### src/rtl/dual_chan_regptr_pkg.sv
package dual_chan_regptr_pkg;
    localparam int DW      = 8;
    localparam int NREG    = 16;
    localparam int NCH     = 2;
    localparam int AW      = $clog2(NREG);
    localparam int CMDW    = 3;
    localparam int NCMD    = 1 << CMDW;
    localparam int RSTW    = 2;
    localparam int NRST    = 1 << RSTW;

    localparam int REG_SHARED_LO = 2;
    localparam int REG_SHARED_HI = 9;
    localparam int REG_ALT_WR    = 7;
    localparam int REG_ALT_RD    = 14;
    localparam int REG_EXT_EN    = 15;
    localparam int REG_PEND      = 3;
    localparam int EXT_EN_BIT    = 0;
    localparam logic [DW-1:0] RD15_MASK = 8'hFA;

    typedef enum logic [CMDW-1:0] {
        CMD_NONE      = 3'd0,
        CMD_POINT_HI  = 3'd1,
        CMD_CLR_EXT   = 3'd2,
        CMD_ABORT     = 3'd3,
        CMD_RX_NEXT   = 3'd4,
        CMD_CLR_TXINT = 3'd5,
        CMD_CLR_ERR   = 3'd6,
        CMD_CLR_IUS   = 3'd7
    } cmd_e;
endpackage

### src/rtl/regptr_chan.sv
module regptr_chan
    import dual_chan_regptr_pkg::*;
#(
    parameter int P_DW = DW,
    parameter int P_AW = AW
) (
    input  logic            clk,
    input  logic            rst_n,
    input  logic            sel,
    input  logic            wr,
    input  logic [P_DW-1:0] wdata,
    output logic [P_AW-1:0] ptr_o,
    output logic            reg_we,
    output logic [NCMD-1:0] cmd_pulse_o,
    output logic [NRST-1:0] rst_pulse_o
);
    localparam int HI_OFS = 1 << (P_AW - 1);

    typedef struct packed {
        logic [P_AW-1:0] ptr;
        logic [NCMD-1:0] cmd;
        logic [NRST-1:0] rst;
    } state_t;

    state_t st_d, st_q;
    cmd_e   code;
    logic [RSTW-1:0] rcode;

    always_comb begin
        st_d     = st_q;
        st_d.cmd = '0;
        st_d.rst = '0;
        reg_we   = 1'b0;
        code     = cmd_e'(wdata[5:3]);
        rcode    = wdata[7:6];
        if (sel) begin
            if (st_q.ptr == '0) begin
                if (wr) begin
                    st_d.ptr = P_AW'(wdata[2:0]) +
                               ((code == CMD_POINT_HI) ? P_AW'(HI_OFS) : '0);
                    if (code != CMD_NONE && code != CMD_POINT_HI)
                        st_d.cmd[code] = 1'b1;
                    if (rcode != '0)
                        st_d.rst[rcode] = 1'b1;
                end
            end else begin
                st_d.ptr = '0;
                reg_we   = wr;
            end
        end
    end

    always_ff @(posedge clk) begin
        if (!rst_n) st_q <= '0;
        else        st_q <= st_d;
    end

    assign ptr_o       = st_q.ptr;
    assign cmd_pulse_o = st_q.cmd;
    assign rst_pulse_o = st_q.rst;
endmodule

### src/rtl/regptr_bank.sv
module regptr_bank
    import dual_chan_regptr_pkg::*;
#(
    parameter int P_DW   = DW,
    parameter int P_NREG = NREG,
    parameter int P_AW   = AW
) (
    input  logic                              clk,
    input  logic                              rst_n,
    input  logic [NCH-1:0]                    we,
    input  logic [NCH-1:0][P_AW-1:0]          ptr,
    input  logic [P_DW-1:0]                   wdata,
    output logic [NCH-1:0][P_NREG-1:0][P_DW-1:0] view_o,
    output logic [NCH-1:0][P_DW-1:0]          alt_o
);
    typedef struct packed {
        logic [NCH-1:0][P_NREG-1:0][P_DW-1:0] own;
        logic [P_DW-1:0]                      sh_lo;
        logic [P_DW-1:0]                      sh_hi;
        logic [NCH-1:0][P_DW-1:0]             alt;
    } bank_t;

    bank_t bk_d, bk_q;

    always_comb begin
        bk_d = bk_q;
        for (int c = 0; c < NCH; c++) begin
            if (we[c]) begin
                if (ptr[c] == P_AW'(REG_SHARED_LO))
                    bk_d.sh_lo = wdata;
                else if (ptr[c] == P_AW'(REG_SHARED_HI))
                    bk_d.sh_hi = wdata;
                else if (ptr[c] == P_AW'(REG_ALT_WR) &&
                         bk_q.own[c][REG_EXT_EN][EXT_EN_BIT])
                    bk_d.alt[c] = wdata;
                else
                    bk_d.own[c][ptr[c]] = wdata;
            end
        end
    end

    always_ff @(posedge clk) begin
        if (!rst_n) bk_q <= '0;
        else        bk_q <= bk_d;
    end

    for (genvar c = 0; c < NCH; c++) begin : g_ch
        for (genvar r = 0; r < P_NREG; r++) begin : g_reg
            if (r == 0) begin : g_zero
                assign view_o[c][r] = '0;
            end else if (r == REG_SHARED_LO) begin : g_slo
                assign view_o[c][r] = bk_q.sh_lo;
            end else if (r == REG_SHARED_HI) begin : g_shi
                assign view_o[c][r] = bk_q.sh_hi;
            end else begin : g_own
                assign view_o[c][r] = bk_q.own[c][r];
            end
        end
        assign alt_o[c] = bk_q.alt[c];
    end
endmodule

### src/rtl/regptr_rdmux.sv
module regptr_rdmux
    import dual_chan_regptr_pkg::*;
#(
    parameter int P_DW   = DW,
    parameter int P_NREG = NREG,
    parameter int P_AW   = AW
) (
    input  logic                                 chan,
    input  logic [NCH-1:0][P_AW-1:0]             ptr,
    input  logic [NCH-1:0][P_NREG-1:0][P_DW-1:0] view,
    input  logic [NCH-1:0][P_DW-1:0]             alt,
    input  logic [NCH-1:0][P_DW-1:0]             stat0,
    input  logic [NCH-1:0][P_DW-1:0]             stat1,
    input  logic [P_DW-1:0]                      ipend,
    input  logic [P_DW-1:0]                      vecstat,
    output logic [P_DW-1:0]                      rdata
);
    logic [P_AW-1:0] a;

    always_comb begin
        a = ptr[chan];
        unique case (int'(a))
            0:             rdata = stat0[chan];
            1:             rdata = stat1[chan];
            REG_SHARED_LO: rdata = chan ? vecstat : view[0][REG_SHARED_LO];
            REG_PEND:      rdata = chan ? '0 : ipend;
            REG_ALT_RD:    rdata = alt[chan];
            REG_EXT_EN:    rdata = view[chan][REG_EXT_EN] & RD15_MASK;
            default:       rdata = view[chan][a];
        endcase
    end
endmodule

### src/rtl/dual_chan_regptr.sv
module dual_chan_regptr
    import dual_chan_regptr_pkg::*;
#(
    parameter int P_DW   = DW,
    parameter int P_NREG = NREG
) (
    input  logic                   clk,
    input  logic                   rst_n,
    input  logic                   acc_valid,
    input  logic                   acc_write,
    input  logic                   acc_chan,
    input  logic [P_DW-1:0]        acc_wdata,
    output logic [P_DW-1:0]        acc_rdata,
    input  logic [P_DW-1:0]        stat0_a,
    input  logic [P_DW-1:0]        stat0_b,
    input  logic [P_DW-1:0]        stat1_a,
    input  logic [P_DW-1:0]        stat1_b,
    input  logic [P_DW-1:0]        ipend_a,
    input  logic [P_DW-1:0]        vecstat_b,
    output logic [P_NREG*P_DW-1:0] wreg_a,
    output logic [P_NREG*P_DW-1:0] wreg_b,
    output logic [P_DW-1:0]        alt7_a,
    output logic [P_DW-1:0]        alt7_b,
    output logic [NCH*NCMD-1:0]    cmd_pulse,
    output logic [NCH*NRST-1:0]    rst_pulse
);
    localparam int L_AW = $clog2(P_NREG);

    logic [NCH-1:0][L_AW-1:0]             chan_ptr;
    logic [NCH-1:0]                       chan_we;
    logic [NCH-1:0][P_NREG-1:0][P_DW-1:0] view;
    logic [NCH-1:0][P_DW-1:0]             alt;

    for (genvar c = 0; c < NCH; c++) begin : g_chan
        regptr_chan #(.P_DW(P_DW), .P_AW(L_AW)) u_chan (
            .clk        (clk),
            .rst_n      (rst_n),
            .sel        (acc_valid && (acc_chan == 1'(c))),
            .wr         (acc_write),
            .wdata      (acc_wdata),
            .ptr_o      (chan_ptr[c]),
            .reg_we     (chan_we[c]),
            .cmd_pulse_o(cmd_pulse[c*NCMD +: NCMD]),
            .rst_pulse_o(rst_pulse[c*NRST +: NRST])
        );
    end

    regptr_bank #(.P_DW(P_DW), .P_NREG(P_NREG), .P_AW(L_AW)) u_bank (
        .clk   (clk),
        .rst_n (rst_n),
        .we    (chan_we),
        .ptr   (chan_ptr),
        .wdata (acc_wdata),
        .view_o(view),
        .alt_o (alt)
    );

    regptr_rdmux #(.P_DW(P_DW), .P_NREG(P_NREG), .P_AW(L_AW)) u_rd (
        .chan   (acc_chan),
        .ptr    (chan_ptr),
        .view   (view),
        .alt    (alt),
        .stat0  ({stat0_b, stat0_a}),
        .stat1  ({stat1_b, stat1_a}),
        .ipend  (ipend_a),
        .vecstat(vecstat_b),
        .rdata  (acc_rdata)
    );

    assign wreg_a = view[0];
    assign wreg_b = view[1];
    assign alt7_a = alt[0];
    assign alt7_b = alt[1];
endmodule

### config.mk
export PLATFORM = sky130hd
export DESIGN_NAME = dual_chan_regptr
export DESIGN_NICKNAME = d
export VERILOG_FILES = /design/src/rtl/dual_chan_regptr_pkg.sv /design/src/rtl/regptr_chan.sv /design/src/rtl/regptr_bank.sv /design/src/rtl/regptr_rdmux.sv /design/src/rtl/dual_chan_regptr.sv
export SDC_FILE = /design/constraint.sdc
export NUM_CORES = 1
export LEC_CHECK = 0
export ABC_CLOCK_PERIOD_IN_PS = 1700
export BUFFER_PORTS_ARGS = -buffer_cell sky130_fd_sc_hd__buf_2
export CAP_MARGIN = 20
export CORE_MARGIN = 2
export CORE_UTILIZATION = 48
export DETAILED_ROUTE_END_ITERATION = 10
export HOLD_SLACK_MARGIN = 0.1
export PLACE_DENSITY_LB_ADDON = 0.2
export SETUP_SLACK_MARGIN = 0.15
export SLEW_MARGIN = 15
export SYNTH_ARGS = -nofsm -noshare
export SYNTH_HDL_FRONTEND = slang
export SYNTH_SLANG_ARGS = --single-unit
export TNS_END_PERCENT = 5
### constraint.sdc
create_clock -name clk -period 1.7 [get_ports clk]
set_clock_uncertainty 0.1 [all_clocks]
set_input_delay 0.17 -clock clk [delete_from_list [all_inputs] [get_ports clk]]
set_output_delay 0.17 -clock clk [all_outputs]
set_load 0.01 [all_outputs]
-- Yosys cells after proc, flatten, opt, wreduce, memory -nomap -nowiden
Index checks and enable logic that the tools add are counted.
- output and inout port bits: 304
- input bits: 61
- logic and storage cells: 142
- register bits after elaboration: 320
- mux-type cells: 45
- add/subtract/negate cells: 1
- bitwise logic cells: 7
- equality and inequality tests: 15
- magnitude comparators: 10
- reductions and logical operators: 22
- operators by type and width (kind ; number):
    bitwise mux 128 bit ; 2
    2-to-1 mux 128 bit ; 2
    2-to-1 mux 8 bit ; 19
    demux 8 bit (select 4 bit) ; 2
    2-to-1 mux 16 bit ; 3
    one-hot mux 8 bit (6 select lines) ; 1
    binary-select mux 8 bit (select 4 bit) ; 1
    2-to-1 mux 24 bit ; 1
    2-to-1 mux 4 bit ; 6
    AND reduction 4 bit ; 6
    == test 4 x 2 -> 1 bit, second input constant ; 4
    == test 4 bit, second input constant ; 4
    less-than comparator 4 x 5 -> 1 bit, second input constant ; 3
    zero test 4 bit ; 3
    logical AND 1 bit ; 9
    == test 4 x 3 -> 1 bit, second input constant ; 2
    greater-or-equal comparator 4 x 1 -> 1 bit, second input constant ; 2
    NOT 1 bit ; 7
    2-to-1 mux 1 bit ; 6
    adder 3 x 4 -> 4 bit ; 1
    == test 4 x 1 -> 1 bit, second input constant ; 1
    less-than comparator 3 x 4 -> 1 bit, second input constant ; 1
    != test 2 bit, second input constant ; 2
    AND reduction 2 bit ; 2
    other kinds (10) ; 10

-- Longest topological paths before layout
- depth in word-level cells: 7
- mapped depth: 9
- mapped depth without buffers: 5

-- By module
From an unflattened synthesis, not the netlist that was laid out.
- cell total of the unflattened synthesis: 1543
- area total of the unflattened synthesis: 13549.2 µm²
- modules (own cells, without submodules) (module ; cells an instance ; area each (µm²) ; seq. area each (µm²) ; instances):
    regptr_bank ; 1120 ; 9967.1 ; 4804.6 ; 1
    regptr_rdmux ; 337 ; 2577.5 ; 0.0 ; 1
    regptr_chan ; 42 ; 494.2 ; 320.3 ; 2
    dual_chan_regptr ; 2 ; 16.3 ; 0.0 ; 1

-- Least setup slack after synthesis
Ideal clock, no wire load.
- kind: flip-flop to output port
- start: register g_chan[0].u_chan.st_q, in the netlist g_chan[0].u_chan.ptr_o[0]
- end: output acc_rdata[0]
- required time: 1.430 ns
- path slack: -0.301 ns
- cell stages (with the launch flop): 8
- buffers on the path: 3
- arrival: 1.731 ns
- cell sequence: dfxtp_1 -> buf_2 -> buf_2 -> buf_2 -> a211oi_1 -> a2111oi_0 -> a2111oi_0 -> nor3_1
- word-level cells in the longest chain between the ends: 5
- elaborated cells on any way between the ends: 11
- those cells by class: eq/ne (5); mux (5); reduce/logical (1)
- RTL lines (item ; line ; text):
    start: declaration ; regptr_chan.sv:25 ; state_t st_d, st_q;
    start signal: assignment ; regptr_chan.sv:55 ; else st_q <= st_d;
    2-to-1 mux 4 bit (implied by the code) (*) (2 in a row) ; regptr_rdmux.sv:21 ; a = ptr[chan];
    binary-select mux 8 bit (select 4 bit) ; regptr_rdmux.sv:29 ; default: rdata = view[chan][a];
    2-to-1 mux 8 bit (implied by the code) ; regptr_rdmux.sv:29 ;
    one-hot mux 8 bit (6 select lines) (*) ; regptr_rdmux.sv:22 ; unique case (int'(a))
    end: declaration ; dual_chan_regptr.sv:13 ; output logic [P_DW-1:0] acc_rdata,
Mark *: on every way between the ends. The rest lies on a longest branch, timed or not. The select of a mux whose other input is x is not followed.

-- Worst setup path after layout
- start: register g_chan[0].u_chan.st_q, in the netlist g_chan[0].u_chan.ptr_o[0]
- end: output acc_rdata[3]
Same word-level chain as after synthesis.

==> impl_metrics.ini <==
[drt]
wl_mm = 48.46
wire_per_inst_um = 21.73
drtPass1Iterations = 5
drc = 0
vias_per_cell = 5.419
first_iter_violations = 986
antenna_left = 0
via_count = 12084

[layout]
multiInputGateArea_um2 = 7560
fillCellCount = 2051
ff_latch_area_um2 = 5430
nets = 1927
areaGrowthSynthToFinish_pct = 46.26
postLayoutCellArea_um2 = 19100
final_util = 0.7128
final_layout_size_suffix_gt1_frac = 0.4393

[sta]
period_needed_ps = 2657
hold_violations = 0
fin_crit_sh = 1.563
fin_ws_ps = -957.0
setup_viol_count_final = 119
rsz0062_at_grt = yes
fmax_mhz = 376.4
slew_viol_final = 0

[run]
max_cap_violations = 0

[global_route]
grt.busiest_layer = met2
met2_usage = 0.5276
grt_max_degree = 120
grt_antenna_before_repair = 2
grt_pass1_wl_mm = 71.34
grt_use_total = 0.3263
gr-usage-met1 = 0.4418
grt_overflow = 0
met3_usage = 0.05191
grt_pass1_vias = 11760

[worst_setup_path]
crit_arrival_ps = 2390
cp-end-kind = output pin
worstPathRequired_ps = 1430
crit_type = register to output pin
critical_path.max_fanout = 13
start_kind = register

[clocking]
clkTransAtPathRegs_ps = 60
cts_buffer_depth = 3
cts_root_buf = clkbuf_16
htreeDepth = 1
cts.sinks = 270
clk-insertion-delay-late_ps = 560
cts_buffers = 29
cts_tree = done

[power]
p_sw_frac = 0.2414
p_sw_uw = 3420
power.density_nw_per_um2 = 741.5
pwr-share-seq = 0.449
p_comb_frac = 0.097
power_uw = 14170
ir_drop_v = 0.0007254
internal_power_uw = 10750
power.leakage_uw = 0.008496
pwr-share-clk = 0.454

[die]
start_util = 0.4873
die_y_um = 169.0
core_area_um2 = 26800
fp-row-count = 60
io_pins = 365
dieArea_um2 = 28550
die_x_um = 169.0

[placement]
hpwl_mm = 35.39
place.gp.congestion = 0.9457
io_buffers = 346
dpl-instance-area_um2 = 17250

[yosys]
synth_seq_area_share = 0.4138
synth.most_common_cell = mux2i_1
netlist_area_um2 = 13060
synth_warnings = 0
synthFlopType = dfxtp_1
avgSynthCellArea_um2 = 9.963
synth_commonest_cells = mux2i_1 (294), dfxtp_1 (270), nor2b_1 (263)
async_flop_share = 0
netlist.top_cell.by_area = dfxtp_1
synth_top_area_share = 0.4138
postSynthCellCount = 1311
synth-edff-count = 0
ys_types = 66
ys_top_cells_by_area = dfxtp_1 (41%), mux2i_1 (23%), nor2b_1 (13%), buf_4 (2.4%), clkbuf_1 (1.8%)
ys_seq_elements = 270

[run_status]
violations = setup timing
outcome = finished, violations left

[min_path]
hp-class = input pin to register
-- critical path: stages (launching register included) --
cell	delay (ps)
dfxtp_2	330
buf_12	150
buf_12	130
nor2_4	110
buf_6	140
nand3b_1	80
a31oi_1	220
a2111oi_2	80
a221oi_2	370
buf_2	200
-- metal layers --
metal / share of wire / up-vias
li1: - / 5636
met1: 0.44 / 5866
met2: 0.46 / 486
met3: 0.068 / 96
met4: 0.034 / 0
met5: 0 / -
-- final timing paths --
path | startpoint | endpoint | slack [ps] | cells after the start
max | g_chan[0].u_chan.ptr_o[0] | acc_rdata[3] | -960 | 9
min | acc_valid | g_chan[0].u_chan.ptr_o[0] | 160 | 5
max reg2reg | g_chan[0].u_chan.ptr_o[2] | u_bank.view_o[69] | -280 | 6
min reg2reg | u_bank.view_o[85] | u_bank.view_o[85] | 400 | 2
-- layout by cell type, fill, tap and decap left out, drive strengths merged, types with 4 or more instances in the layout --
cell type,synthesis,final
a2111oi,5,5
a211oi,22,22
a21boi,4,4
a21oi,25,25
a221oi,8,8
a22oi,9,9
a31oi,6,6
a32oi,7,7
and3,4,4
buf,75,632
clkbuf,64,43
clkinv,0,4
conb,1,22
dfxtp,270,270
dlygate4sd3,0,9
inv,9,10
mux2,21,21
mux2i,294,294
nand2,48,48
nand2b,8,8
nand3,20,20
nor2,40,40
nor2b,263,263
nor3,26,26
nor3b,6,6
nor4,4,4
o21ai,16,16
o221ai,4,4
o22ai,10,10
-- registers in the layout (all words and copies together), names as in the netlist --
name	count
u_bank.view_o	224
g_chan.u_chan.cmd_pulse_o	16
u_bank.alt_o	16
g_chan.u_chan.rst_pulse_o	6
g_chan.u_chan.ptr_o	8
-- layout make-up --
| class | count | share of cell area |
|---|---|---|
| Multi-Input combinational cell | 914 | 0.3957 |
| Tap cell | 341 | 0.02233 |
| Timing Repair Buffer | 642 | 0.2438 |
| Inverter | 9 | 0.002423 |
| Clock inverter | 9 | 0.006222 |
| Clock buffer | 43 | 0.04493 |
| Sequential cell | 270 | 0.2843 |
| Antenna cell | 2 | 0.0002620 |
-- stage by stage --
step	setup TNS (ps)	hold WS, ps	setup WS (ps)	std cells
2_1_floorplan	-1205	221.4	-65.74	1332
3_3_place_gp	-58710	380.0	-535.7	2156
3_5_place_dp	-64180	385.4	-562.0	2156
4_1_cts	-20730	119.5	-940.3	2226
5_1_grt	-31800	157.1	-1005	2230
6_report	-22730	161.1	-957.0	2230
-- logic make-up after synthesis --
family / synth area share
other cells: 0.0002871
flops: 0.4138
mux: 0.2451
buf+inv: 0.05891
compound gates: 0.07348
simple gates: 0.2084
-- power by group through the flow --
| stage | Clock, uW | Combinational [uW] | Sequential (uW) |
|---|---|---|---|
| after global placement | 0 | 1210 | 6500 |
| after CTS | 6500 | 1320 | 6350 |
| after detailed placement | 0 | 1210 | 6500 |
| after floorplan | 0 | 685 | 6500 |
| final | 6440 | 1370 | 6350 |
| after global routing | 6730 | 1420 | 6350 |
-- what timing repair did --
| action | 4_1_cts | 5_1_grt |
|---|---|---|
| hold buffers | 10 | 0 |
| hold endpoints to repair | 166 | 0 |
| setup endpoints to repair | 274 | 274 |
| pin swaps | 48 | 10 |
| setup buffers | 8 | 2 |
| gates resized for setup | 126 | 42 |
No activity file was read; power rests on OpenSTA's default activity.
